## src/rtl/pwr_mode_ctl.sv

```systemverilog
module pwr_mode_ctl #(
  parameter int RST_CYC    = 24,
  parameter int SETTLE_CYC = 1536,
  parameter int NWAKE      = 7
) (
  input  logic             clk,
  input  logic             por_n,
  input  logic             wr_en,
  input  logic [3:0]       wr_data,
  output logic [3:0]       pcon,
  input  logic             irq_pend,
  input  logic             tmr_rst,
  input  logic             rst_pin,
  input  logic [NWAKE-1:0] wake_line,
  input  logic [NWAKE-1:0] wake_en,
  output logic             cpu_ce,
  output logic             per_ce,
  output logic             osc_run,
  output logic             strobe_park,
  output logic [1:0]       mode
);

  localparam int RW = $clog2(RST_CYC);
  localparam int SW = $clog2(SETTLE_CYC);
  localparam logic [RW-1:0] RST_LAST = RW'(RST_CYC - 1);
  localparam logic [SW-1:0] SET_LAST = SW'(SETTLE_CYC - 1);

  localparam logic [1:0] M_RUN  = 2'd0;
  localparam logic [1:0] M_IDLE = 2'd1;
  localparam logic [1:0] M_PD   = 2'd2;
  localparam logic [1:0] M_SET  = 2'd3;

  logic [NWAKE-1:0] wk_a, wk_b;
  logic [RW-1:0]    rst_cnt;
  logic             rst_armed;
  logic [SW-1:0]    set_cnt;

  wire rst_hit = rst_pin && (rst_cnt == RST_LAST);
  wire wake_hit = |(wk_b & wake_en);

  assign cpu_ce      = (mode == M_RUN);
  assign per_ce      = (mode == M_RUN) || (mode == M_IDLE);
  assign osc_run     = (mode != M_PD) || rst_pin;
  assign strobe_park = (mode == M_PD) || (mode == M_SET);

  always_ff @(posedge clk or negedge por_n) begin
    if (!por_n) begin
      wk_a      <= '0;
      wk_b      <= '0;
      rst_cnt   <= '0;
      rst_armed <= 1'b0;
      set_cnt   <= '0;
      pcon      <= 4'h0;
      mode      <= M_RUN;
    end else begin
      wk_a <= wake_line;
      wk_b <= wk_a;

      if (!rst_pin)
        rst_cnt <= '0;
      else if (rst_cnt != RST_LAST)
        rst_cnt <= rst_cnt + 1'b1;
      rst_armed <= rst_pin && (rst_armed || rst_hit);

      if (tmr_rst || rst_hit) begin
        pcon    <= 4'h0;
        set_cnt <= '0;
        mode    <= (rst_hit && !tmr_rst && mode == M_PD) ? M_PD : M_RUN;
      end else if (mode == M_PD && rst_armed && !rst_pin) begin
        mode <= M_RUN;
      end else begin
        unique case (mode)
          M_RUN: if (wr_en) begin
            pcon <= wr_data;
            if (wr_data[1])      mode <= M_PD;
            else if (wr_data[0]) mode <= M_IDLE;
          end
          M_IDLE: if (irq_pend) begin
            pcon[0] <= 1'b0;
            mode    <= M_RUN;
          end
          M_PD: if (wake_hit) begin
            set_cnt <= '0;
            mode    <= M_SET;
          end
          M_SET: if (set_cnt == SET_LAST) begin
            pcon[1:0] <= 2'b00;
            set_cnt   <= '0;
            mode      <= M_RUN;
          end else begin
            set_cnt <= set_cnt + 1'b1;
          end
          default: mode <= M_RUN;
        endcase
      end
    end
  end

  assert_settle_from_pd_R9: assert property (@(posedge clk) disable iff (!por_n)
    $rose(mode == M_SET) |-> $past(mode) == M_PD);

  assert_settle_exit_run_R9: assert property (@(posedge clk) disable iff (!por_n)
    ($past(mode) == M_SET && mode != M_SET) |-> (mode == M_RUN && pcon[1:0] == 2'b00));

  assert_idle_irq_exit_R5: assert property (@(posedge clk) disable iff (!por_n)
    (mode == M_IDLE && irq_pend && !tmr_rst && !rst_pin) |=> (mode == M_RUN && !pcon[0]));

  assert_flags_hold_R11: assert property (@(posedge clk) disable iff (!por_n)
    (!(wr_en && mode == M_RUN) && !tmr_rst && !rst_hit) |=> $stable(pcon[3:2]));

  assert_reset_clears_R6: assert property (@(posedge clk) disable iff (!por_n)
    rst_hit |=> pcon == 4'h0);

  assert_no_write_outside_run_R12: assert property (@(posedge clk) disable iff (!por_n)
    (mode != M_RUN && !tmr_rst && !rst_pin && !rst_armed) |=> $stable(pcon[3:2]));

  assert_pd_leave_paths_R10: assert property (@(posedge clk) disable iff (!por_n)
    ($past(mode) == M_PD && mode == M_RUN) |-> ($past(rst_armed) || $past(tmr_rst)));

endmodule

```

## config.mk

```make
export PLATFORM = sky130hd
export DESIGN_NAME = pwr_mode_ctl
export DESIGN_NICKNAME = d
export VERILOG_FILES = /design/src/rtl/pwr_mode_ctl.sv
export SDC_FILE = /design/constraint.sdc
export NUM_CORES = 1
export LEC_CHECK = 0
export BUFFER_PORTS_ARGS = -buffer_cell sky130_fd_sc_hd__buf_2
export CORE_UTILIZATION = 35
export DETAILED_ROUTE_END_ITERATION = 10
export PLACE_DENSITY_LB_ADDON = 0.05
export SLEW_MARGIN = 25
export SYNTH_ARGS = -nofsm -noshare
export SYNTH_HDL_FRONTEND = slang
export SYNTH_SLANG_ARGS = --single-unit
```

## constraint.sdc

```tcl
create_clock -name clk -period 4 [get_ports clk]
set_input_delay 0.6 -clock clk [delete_from_list [all_inputs] [get_ports clk]]
set_output_delay 0.6 -clock clk [all_outputs]
set_load 0.005 [all_outputs]
```

After elaboration in Yosys (flattened, before gate mapping). Index checks and enable logic that the tools add are counted.

Bits in registers: 37. Output and inout bits: 10.

Add/subtract/negate cells: 2. Bitwise operators: 1. Muxes and demuxes: 24. Eq/ne operators: 18. Reductions and logical operators: 25.

Operator list (count): $mux 11 (4); $pmux 11 s2 (1); $mux 2 (10); $mux 4 (3); $ne 4x2->1 const B (3); $add 11x1->11 const B (1); $eq 11x11->1 const B (1); $mux 5 (2); $reduce_and 5->1 (2); $ne 3x2->1 const B (3); $pmux 2 s4 (1); $and 7x7->7 (1); $reduce_or 7->1 (1); $logic_and 1x1->1 (6); $reduce_and 3->1 (2); $reduce_bool 3->1 (2); $add 5x1->5 const B (1); $eq 5x5->1 const B (1); $logic_or 1x1->1 (5); $ne 5x3->1 const B (1); $ne 5x5->1 const B (1); $eq 2x2->1 const B (2); $ne 2x2->1 const B (2); $ne 4x1->1 const B (1); 11 further kinds (13).

Depth between registers and ports, before layout. Gate-level depths: netlist (run 1).

Depth in word-level cells: 6. Depth in mapped cells: 8.

Worst setup path after synthesis (run 1). No wires, ideal clock.

Path kind: register to register. Start: reg rst_cnt[0]. End: reg set_cnt[4]. Path slack: 1.975 ns. Setup time: 0.092 ns. Data required time: 3.908 ns. Buffers on the path: 2. Arrival time: 1.933 ns. Period minus slack after synthesis: 2.025 ns. Stages on the path, launching flop included: 9. Cells stage by stage: dfrtp_1 > ha_1 > and4b_1 > buf_6 > a21o_1 > or2_1 > or2_1 > buf_6 > o31ai_2.

Longest elaborated chain between the ends: 5. Elaborated cells between the ends (all ways): 8. Those cells by class: 3 x eq/ne; 1 x mux; 4 x reduce/logical.

RTL lines: start: declaration (RTL line 34) `logic [RW-1:0] rst_cnt;`; start signal: assignment (RTL line 62) `rst_cnt <= rst_cnt + 1'b1;`; $eq 5x5->1 (*) (RTL line 38) `wire rst_hit = rst_pin && (rst_cnt == RST_LAST);`; $logic_and 1x1->1 (*) (RTL line 38); $logic_or 1x1->1 (*) (RTL line 65) `if (tmr_rst || rst_hit) begin`; $ne 3x2->1 (no line) (tied with other cells); $reduce_and 3->1 (no line); end signal: assignment (RTL line 91) `set_cnt <= set_cnt + 1'b1;`; end: declaration (RTL line 36) `logic [SW-1:0] set_cnt;`.

Every way passes the cells marked *; elsewhere a longest branch is shown, timed or not. A chain may end at the register's enable or synchronous reset.

Worst setup path in the final report (run 1).
Start: reg rst_cnt[0]. End: reg set_cnt[2].

The elaborated chain is that of the path after synthesis.

==> impl_metrics.csv, run 1 <==
group,metric,value,unit
outcome,status,"finished clean",
clock_network,cts_resized,0,
worst_setup_path,startpoint_type,"register",
timing,grt_setup_unrepaired,"false",
logic_synthesis,synthFlopType,"dfrtp_1",
worst_setup_path,r2r_setup_slack,1.24,ns
die,die_y,73.6,um
timing,finalHoldViolCount,0,
worst_setup_path,reg2regPathDepth,6,
logic_synthesis,syn_inst,168,
logic_synthesis,synth_cell_types,41,
detailed_routing,avgViaCountPerCell,5.04,
worst_setup_path,worstSetupPathType,"reg -> reg",
logic_synthesis,postSynth.asyncResetShare,1.00,
clock_network,clkTransAtPathRegs,0.08,ns
detailed_routing,drt_wl_total,3580,um
worst_setup_path,crit-reg2reg-launch,"rst_cnt[0]$_DFFE_PN0N_",
logic_synthesis,synth.yosys.warnings,0,
logic_synthesis,synth-seq-cells,37,
worst_setup_path,crit_required,4.16,ns
cells_and_area,finalNetCount,234,
timing,setup_viol,0,
place,dpl.hpwl,2530,um
clock_network,clkLatencyLatePin,0.28,ns
clock_network,cts_setup_buffers,0,
grt,overflow,0,
timing,drv_slew,0,
timing,fin_worst_skew,0.00457,ns
clock_network,cts.sinks,37,
power_and_ir_drop,peakVddDrop,0.245,mV
cells_and_area,num_antenna_cells,0,
logic_synthesis,synth_top_area_frac,0.516,
run,cap_violations,0,
worst_setup_path,startpoint,"rst_cnt[0]$_DFFE_PN0N_",
detailed_routing,num_vias,1365,
grt,antenna_found_initial,0,
detailed_routing,wire_per_inst,13.2,um
die,dieArea,5420,um^2
die,ios,34,
worst_setup_path,end_kind,"register",
grt,grt_pass1_vias,1385,
worst_setup_path,crit_fanout,16,
clock_network,cts.path.max_buffers,2,
grt,grt_max_degree,38,
timing,fin_crit_sh,0.689,
cells_and_area,drive_gt1_frac,0.245,
logic_synthesis,synth_area,1800,um^2
die,initial_core_util,0.373,
detailed_routing,drt_first_pass_iters,4,
detailed_routing,drcViolationCount,0,
power_and_ir_drop,power_leakage,0.966,nW
logic_synthesis,synth_top_cell_by_area,"dfrtp_1",
timing,setup_tns,0,ns
timing,slew_headroom,0.410,
logic_synthesis,synth.top_cells.by_area,"dfrtp_1 52%, ha_1 4.9%, o31ai_2 3.5%",
hold_path,hold_path.class,"reg -> reg",
grt,track_usage,0.151,
cells_and_area,final_util,0.446,
timing,tightest_slew,0.881,ns
detailed_routing,drt_iter0_markers,64,
logic_synthesis,syn_avg_cell_area,10.7,um^2
logic_synthesis,ys_seq_area_frac,0.516,
clock_network,htreeDepth,2,
die,rows,25,
clock_network,cts_buffers,5,
timing,max_freq,363,MHz
die,die_x,73.6,um
logic_synthesis,syn-num-nets,199,
clock_network,cts_tree,"built",
place,place.gp.congestion,0.711,
worst_setup_path,worst_ep_arrival_time,2.92,ns
cells_and_area,area_growth,19.7,%
clock_network,ctsHoldBuffers,0,
place,port_buffers,33,
detailed_routing,ant_nets,0,
worst_setup_path,crit_path_end,"set_cnt[2]$_DFFE_PN0P_",
logic_synthesis,synth_edf_count,0,
power_and_ir_drop,p_per_area,500,nW/um^2
timing,fin_crit,2.76,ns
die,core,4820,um^2
grt,grt_first_pass_wirelength,6180,um
clock_network,clockRootBuffer,"clkbuf_8",
worst_setup_path,r2r_end,"set_cnt[2]$_DFFE_PN0P_",
timing,fin_hold_ws,0.354,ns
==> power breakdown <==
group	switching [mW]	leakage, nW	total (mW)	internal [mW]
Clock	0.137	0.0687	0.388	0.251
Combinational	0.143	0.419	0.264	0.122
Sequential	0.0199	0.478	0.422	0.402
==> sequential cells by signal, summed over array words and instances (netlist names) <==
name / cells
set_cnt: 11
wk_a: 7
wk_b: 7
rst_cnt: 5
pcon: 4
mode: 2
rst_armed: 1
==> kinds of logic after synthesis <==
kind of cell,Yosys count,share of synthesized area
and+or+nand+nor,67,0.205
AOI/OAI and AO/OA,38,0.157
DFF,37,0.516
buffers and inverters,11,0.0314
adders and majority gates,7,0.0488
muxes,5,0.0279
xor gates and xnor gates,3,0.0146
==> how the worst min path moves through the flow <==
stage                            from                  end  slack (ns)  cells after the start
finish              wk_a[5]$_DFF_PN0_    wk_b[5]$_DFF_PN0_        0.35                      0
global route        wk_a[2]$_DFF_PN0_    wk_b[2]$_DFF_PN0_        0.36                      0
CTS                 wk_a[2]$_DFF_PN0_    wk_b[2]$_DFF_PN0_        0.36                      0
detailed placement  wk_a[2]$_DFF_PN0_    wk_b[2]$_DFF_PN0_        0.34                      0
global placement    wk_a[0]$_DFF_PN0_    wk_b[0]$_DFF_PN0_        0.33                      0
floorplan                       por_n  mode[0]$_DFFE_PN0P_        0.30                      0
==> cells in the mapped netlist, types with 2 or more instances <==
| library cell | n |
|---|---|
| nand2b_1 | 4 |
| dfrtp_1 | 37 |
| nand4b_1 | 3 |
| a21oi_1 | 2 |
| nand3_1 | 12 |
| a21boi_1 | 2 |
| a31oi_1 | 5 |
| nor3b_1 | 2 |
| and2_1 | 2 |
| or2_1 | 2 |
| o21ai_1 | 4 |
| and3_1 | 3 |
| nand4_1 | 2 |
| o21ai_0 | 9 |
| nand3b_1 | 3 |
| a22oi_1 | 3 |
| nor3_1 | 5 |
| clkbuf_1 | 3 |
| inv_1 | 6 |
| buf_6 | 2 |
| ha_1 | 7 |
| or2_2 | 2 |
| mux2i_1 | 5 |
| nand2_1 | 13 |
| nor2_1 | 8 |
| xnor2_1 | 3 |
| o31ai_2 | 5 |
==> critical path: stages (launching register included) <==
cell and delay [ns]:
dfrtp_1 0.41, ha_1 0.26, and4b_1 0.27, a21o_1 0.39, a31oi_1 0.73, or2_1 0.45
o21ai_1 0.13
==> cell usage in the layout, fill, tap and decap left out, drive strengths merged <==
cell / count
inv: 7
dfrtp: 37
a21boi: 3
nor2b: 1
nand3: 12
nor2: 8
a21bo: 1
ha: 7
o221ai: 1
o41ai: 1
a21o: 1
and3: 3
a22oi: 3
or4b: 1
o21ai: 13
a31oi: 5
xnor2: 3
a311oi: 1
buf: 33
nand2b: 4
a21oi: 2
o21a: 1
bufinv: 2
nand4b: 3
nand4: 2
clkbuf: 5
nor3: 5
nor4: 1
a211o: 1
o31ai: 5
or3: 1
and4b: 1
or4: 1
nand3b: 3
or2: 4
nand2: 13
nor3b: 2
and2: 2
mux2i: 5
==> per-stage QoR <==
stage          std cells  instance area, um^2  power [mW]  setup WS, ns
2_1_floorplan        168                 1800       0.605          1.98
3_3_place_gp         263                 2010       0.692          1.43
3_5_place_dp         263                 2010       0.696          1.27
4_1_cts              271                 2150        1.09          1.26
5_1_grt              271                 2150        1.14          1.04
6_report             271                 2150        1.07          1.24
==> routing by layer <==
layer,vias to the layer above,part of all wire,track usage,wire (um)
li1,678,-,-,-
met1,652,0.48,0.190,1720
met2,33,0.46,0.250,1660
met3,2,0.048,0.0412,171
met4,0,0.0064,0.0513,23
met5,-,0,0,0
==> cell type report <==
class | count | area, um^2
Clock buffer | 5 | 68.8
Clock inverter | 3 | 68.8
Fill cell | 471 | 2670
Inverter | 6 | 22.5
Multi-Input combinational cell | 120 | 813
Sequential cell | 37 | 926
Tap cell | 67 | 83.8
Timing Repair Buffer | 33 | 165
(Power assumes the default switching activity.)
==> inputs of run 2 (changes only) <==
==> constraint.sdc (replaced) <==
create_clock -name clk -period 2.6 [get_ports clk]
set_input_delay 0.39 -clock clk [delete_from_list [all_inputs] [get_ports clk]]
set_output_delay 0.39 -clock clk [all_outputs]
set_load 0.005 [all_outputs]
==> impl_metrics.csv, run 2 (synthesis results as in run 1) <==
group,metric,value,unit
worst_setup_path,r2r_setup_slack,0.36,ns
die,ios,34,
power_and_ir_drop,power_leakage,0.956,nW
die,die_x,73.6,um
hold_path,hold_path.class,"in -> async",
power_and_ir_drop,power_switching,0.475,mW
place,dp_cells,266,
cells_and_area,final_cells,274,
cells_and_area,num_antenna_cells,0,
power_and_ir_drop,comb_power_share,0.281,
clock_network,clockRootBuffer,"clkbuf_8",
timing,setup_viol,0,
clock_network,ctsHoldBuffers,0,
cells_and_area,finalInstanceArea,2130,um^2
timing,drv_slew,0,
grt,grt_first_pass_wirelength,6150,um
timing,fin_worst_skew,0.00764,ns
clock_network,cts.path.max_buffers,2,
worst_setup_path,crit_fanout,9,
detailed_routing,wire_per_inst,13.3,um
worst_setup_path,end_kind,"register",
run,cap_violations,0,
detailed_routing,drt_iter0_markers,76,
cells_and_area,largestRegisters,"set_cnt x11, wk_a x7, wk_b x7",
detailed_routing,drt_first_pass_iters,4,
power_and_ir_drop,p_sw_frac,0.320,
detailed_routing,drcViolationCount,0,
place,pre_cts_slack,0.358,ns
grt,grt_max_degree,38,
worst_setup_path,crit_required,2.80,ns
power_and_ir_drop,peakVddDrop,0.231,mV
die,rows,25,
cells_and_area,mostFrequentLayoutCell,"dfrtp_1",
place,dpl.hpwl,2670,um
power_and_ir_drop,p_per_area,696,nW/um^2
grt,grt_pass1_vias,1382,
timing,max_freq,446,MHz
timing,fin_hold_ws,0.193,ns
timing,tightest_slew,0.830,ns
worst_setup_path,startpoint_type,"register",
cells_and_area,area_growth,18.5,%
clock_network,cts_tree,"built",
detailed_routing,avgViaCountPerCell,5.10,
power_and_ir_drop,p_clk_frac,0.281,
die,dieArea,5420,um^2
cells_and_area,finalNetCount,237,
worst_setup_path,worstSetupPathType,"reg -> reg",
cells_and_area,final_cell_mix,"37 x dfrtp_1, 33 x buf_2, 13 x nand2_1",
cells_and_area,fill_cells,497,
timing,fin_crit,2.24,ns
cells_and_area,largest_reg_flops,11,
worst_setup_path,worst_ep_arrival_time,2.44,ns
die,initial_core_util,0.373,
cells_and_area,largest-register,"set_cnt",
timing,finalHoldViolCount,0,
timing,grt_setup_unrepaired,"false",
clock_network,clkTransAtPathRegs,0.08,ns
clock_network,cts_resized,0,
cells_and_area,drive_gt1_frac,0.256,
detailed_routing,num_vias,1397,
cells_and_area,final_util,0.442,
worst_setup_path,startpoint,"rst_cnt[0]$_DFFE_PN0N_",
place,placed_cell_area,2030,um^2
timing,setup_tns,0,ns
grt,track_usage,0.151,
place,port_buffers,33,
clock_network,htreeDepth,2,
clock_network,cts_setup_buffers,0,
place,place.gp.congestion,0.804,
worst_setup_path,crit-reg2reg-launch,"rst_cnt[0]$_DFFE_PN0N_",
detailed_routing,drt_wl_total,3640,um
power_and_ir_drop,intPower,1.01,mW
power_and_ir_drop,seq_power_share,0.438,
outcome,status,"finished clean",
clock_network,cts.sinks,37,
die,core,4820,um^2
detailed_routing,ant_nets,0,
power_and_ir_drop,power,1.48,mW
timing,slew_headroom,0.447,
timing,fin_crit_sh,0.862,
clock_network,clkLatencyLatePin,0.29,ns
timing,layout_setup_ws,0.359,ns
grt,overflow,0,
clock_network,cts_buffers,5,
grt,antenna_found_initial,0,
die,die_y,73.6,um
-- run 2: worst paths after layout --
check	cells after the start	to
max in group asynchronous	1	rst_cnt[1]$_DFFE_PN0N_
min in group clk	1	wk_a[4]$_DFF_PN0_
max reg2reg	6	set_cnt[4]$_DFFE_PN0P_
max	6	set_cnt[4]$_DFFE_PN0P_
min reg2reg	0	wk_b[3]$_DFF_PN0_
min	1	rst_cnt[2]$_DFFE_PN0N_
-- run 2: area by class of cell --
class / instances / area, um^2 / area share
clock buffers: 5 / 68.8 / 0.0324
clock inverters: 3 / 25.0 / 0.0118
inverters: 6 / 22.5 / 0.0106
multi-input cells: 120 / 813 / 0.382
flip-flops and latches: 37 / 926 / 0.435
well taps: 67 / 83.8 / 0.0394
repair buffers: 36 / 188 / 0.0882
-- run 2: worst max-delay path, cell delays in order (launching register included) --
cell     delay, ns
dfrtp_1       0.41
ha_1          0.25
and4b_1       0.27
a21o_1        0.30
or2_1         0.29
or2_1         0.37
o31ai_2       0.27
-- run 2: layer usage --
layer,GRT usage,wire [um],up-vias
met4,0.0598,36,0
li1,-,-,684
met1,0.184,1660,666
met2,0.251,1750,42
met5,0,0,-
met3,0.0453,194,5
-- run 2: power by group through the flow --
stage,Combinational (mW),Sequential [mW],Clock (mW)
after floorplan,0.271,0.659,0
after global placement,0.417,0.660,0
after detailed placement,0.420,0.661,0
after CTS,0.422,0.650,0.433
after global routing,0.468,0.656,0.455
final,0.416,0.649,0.416
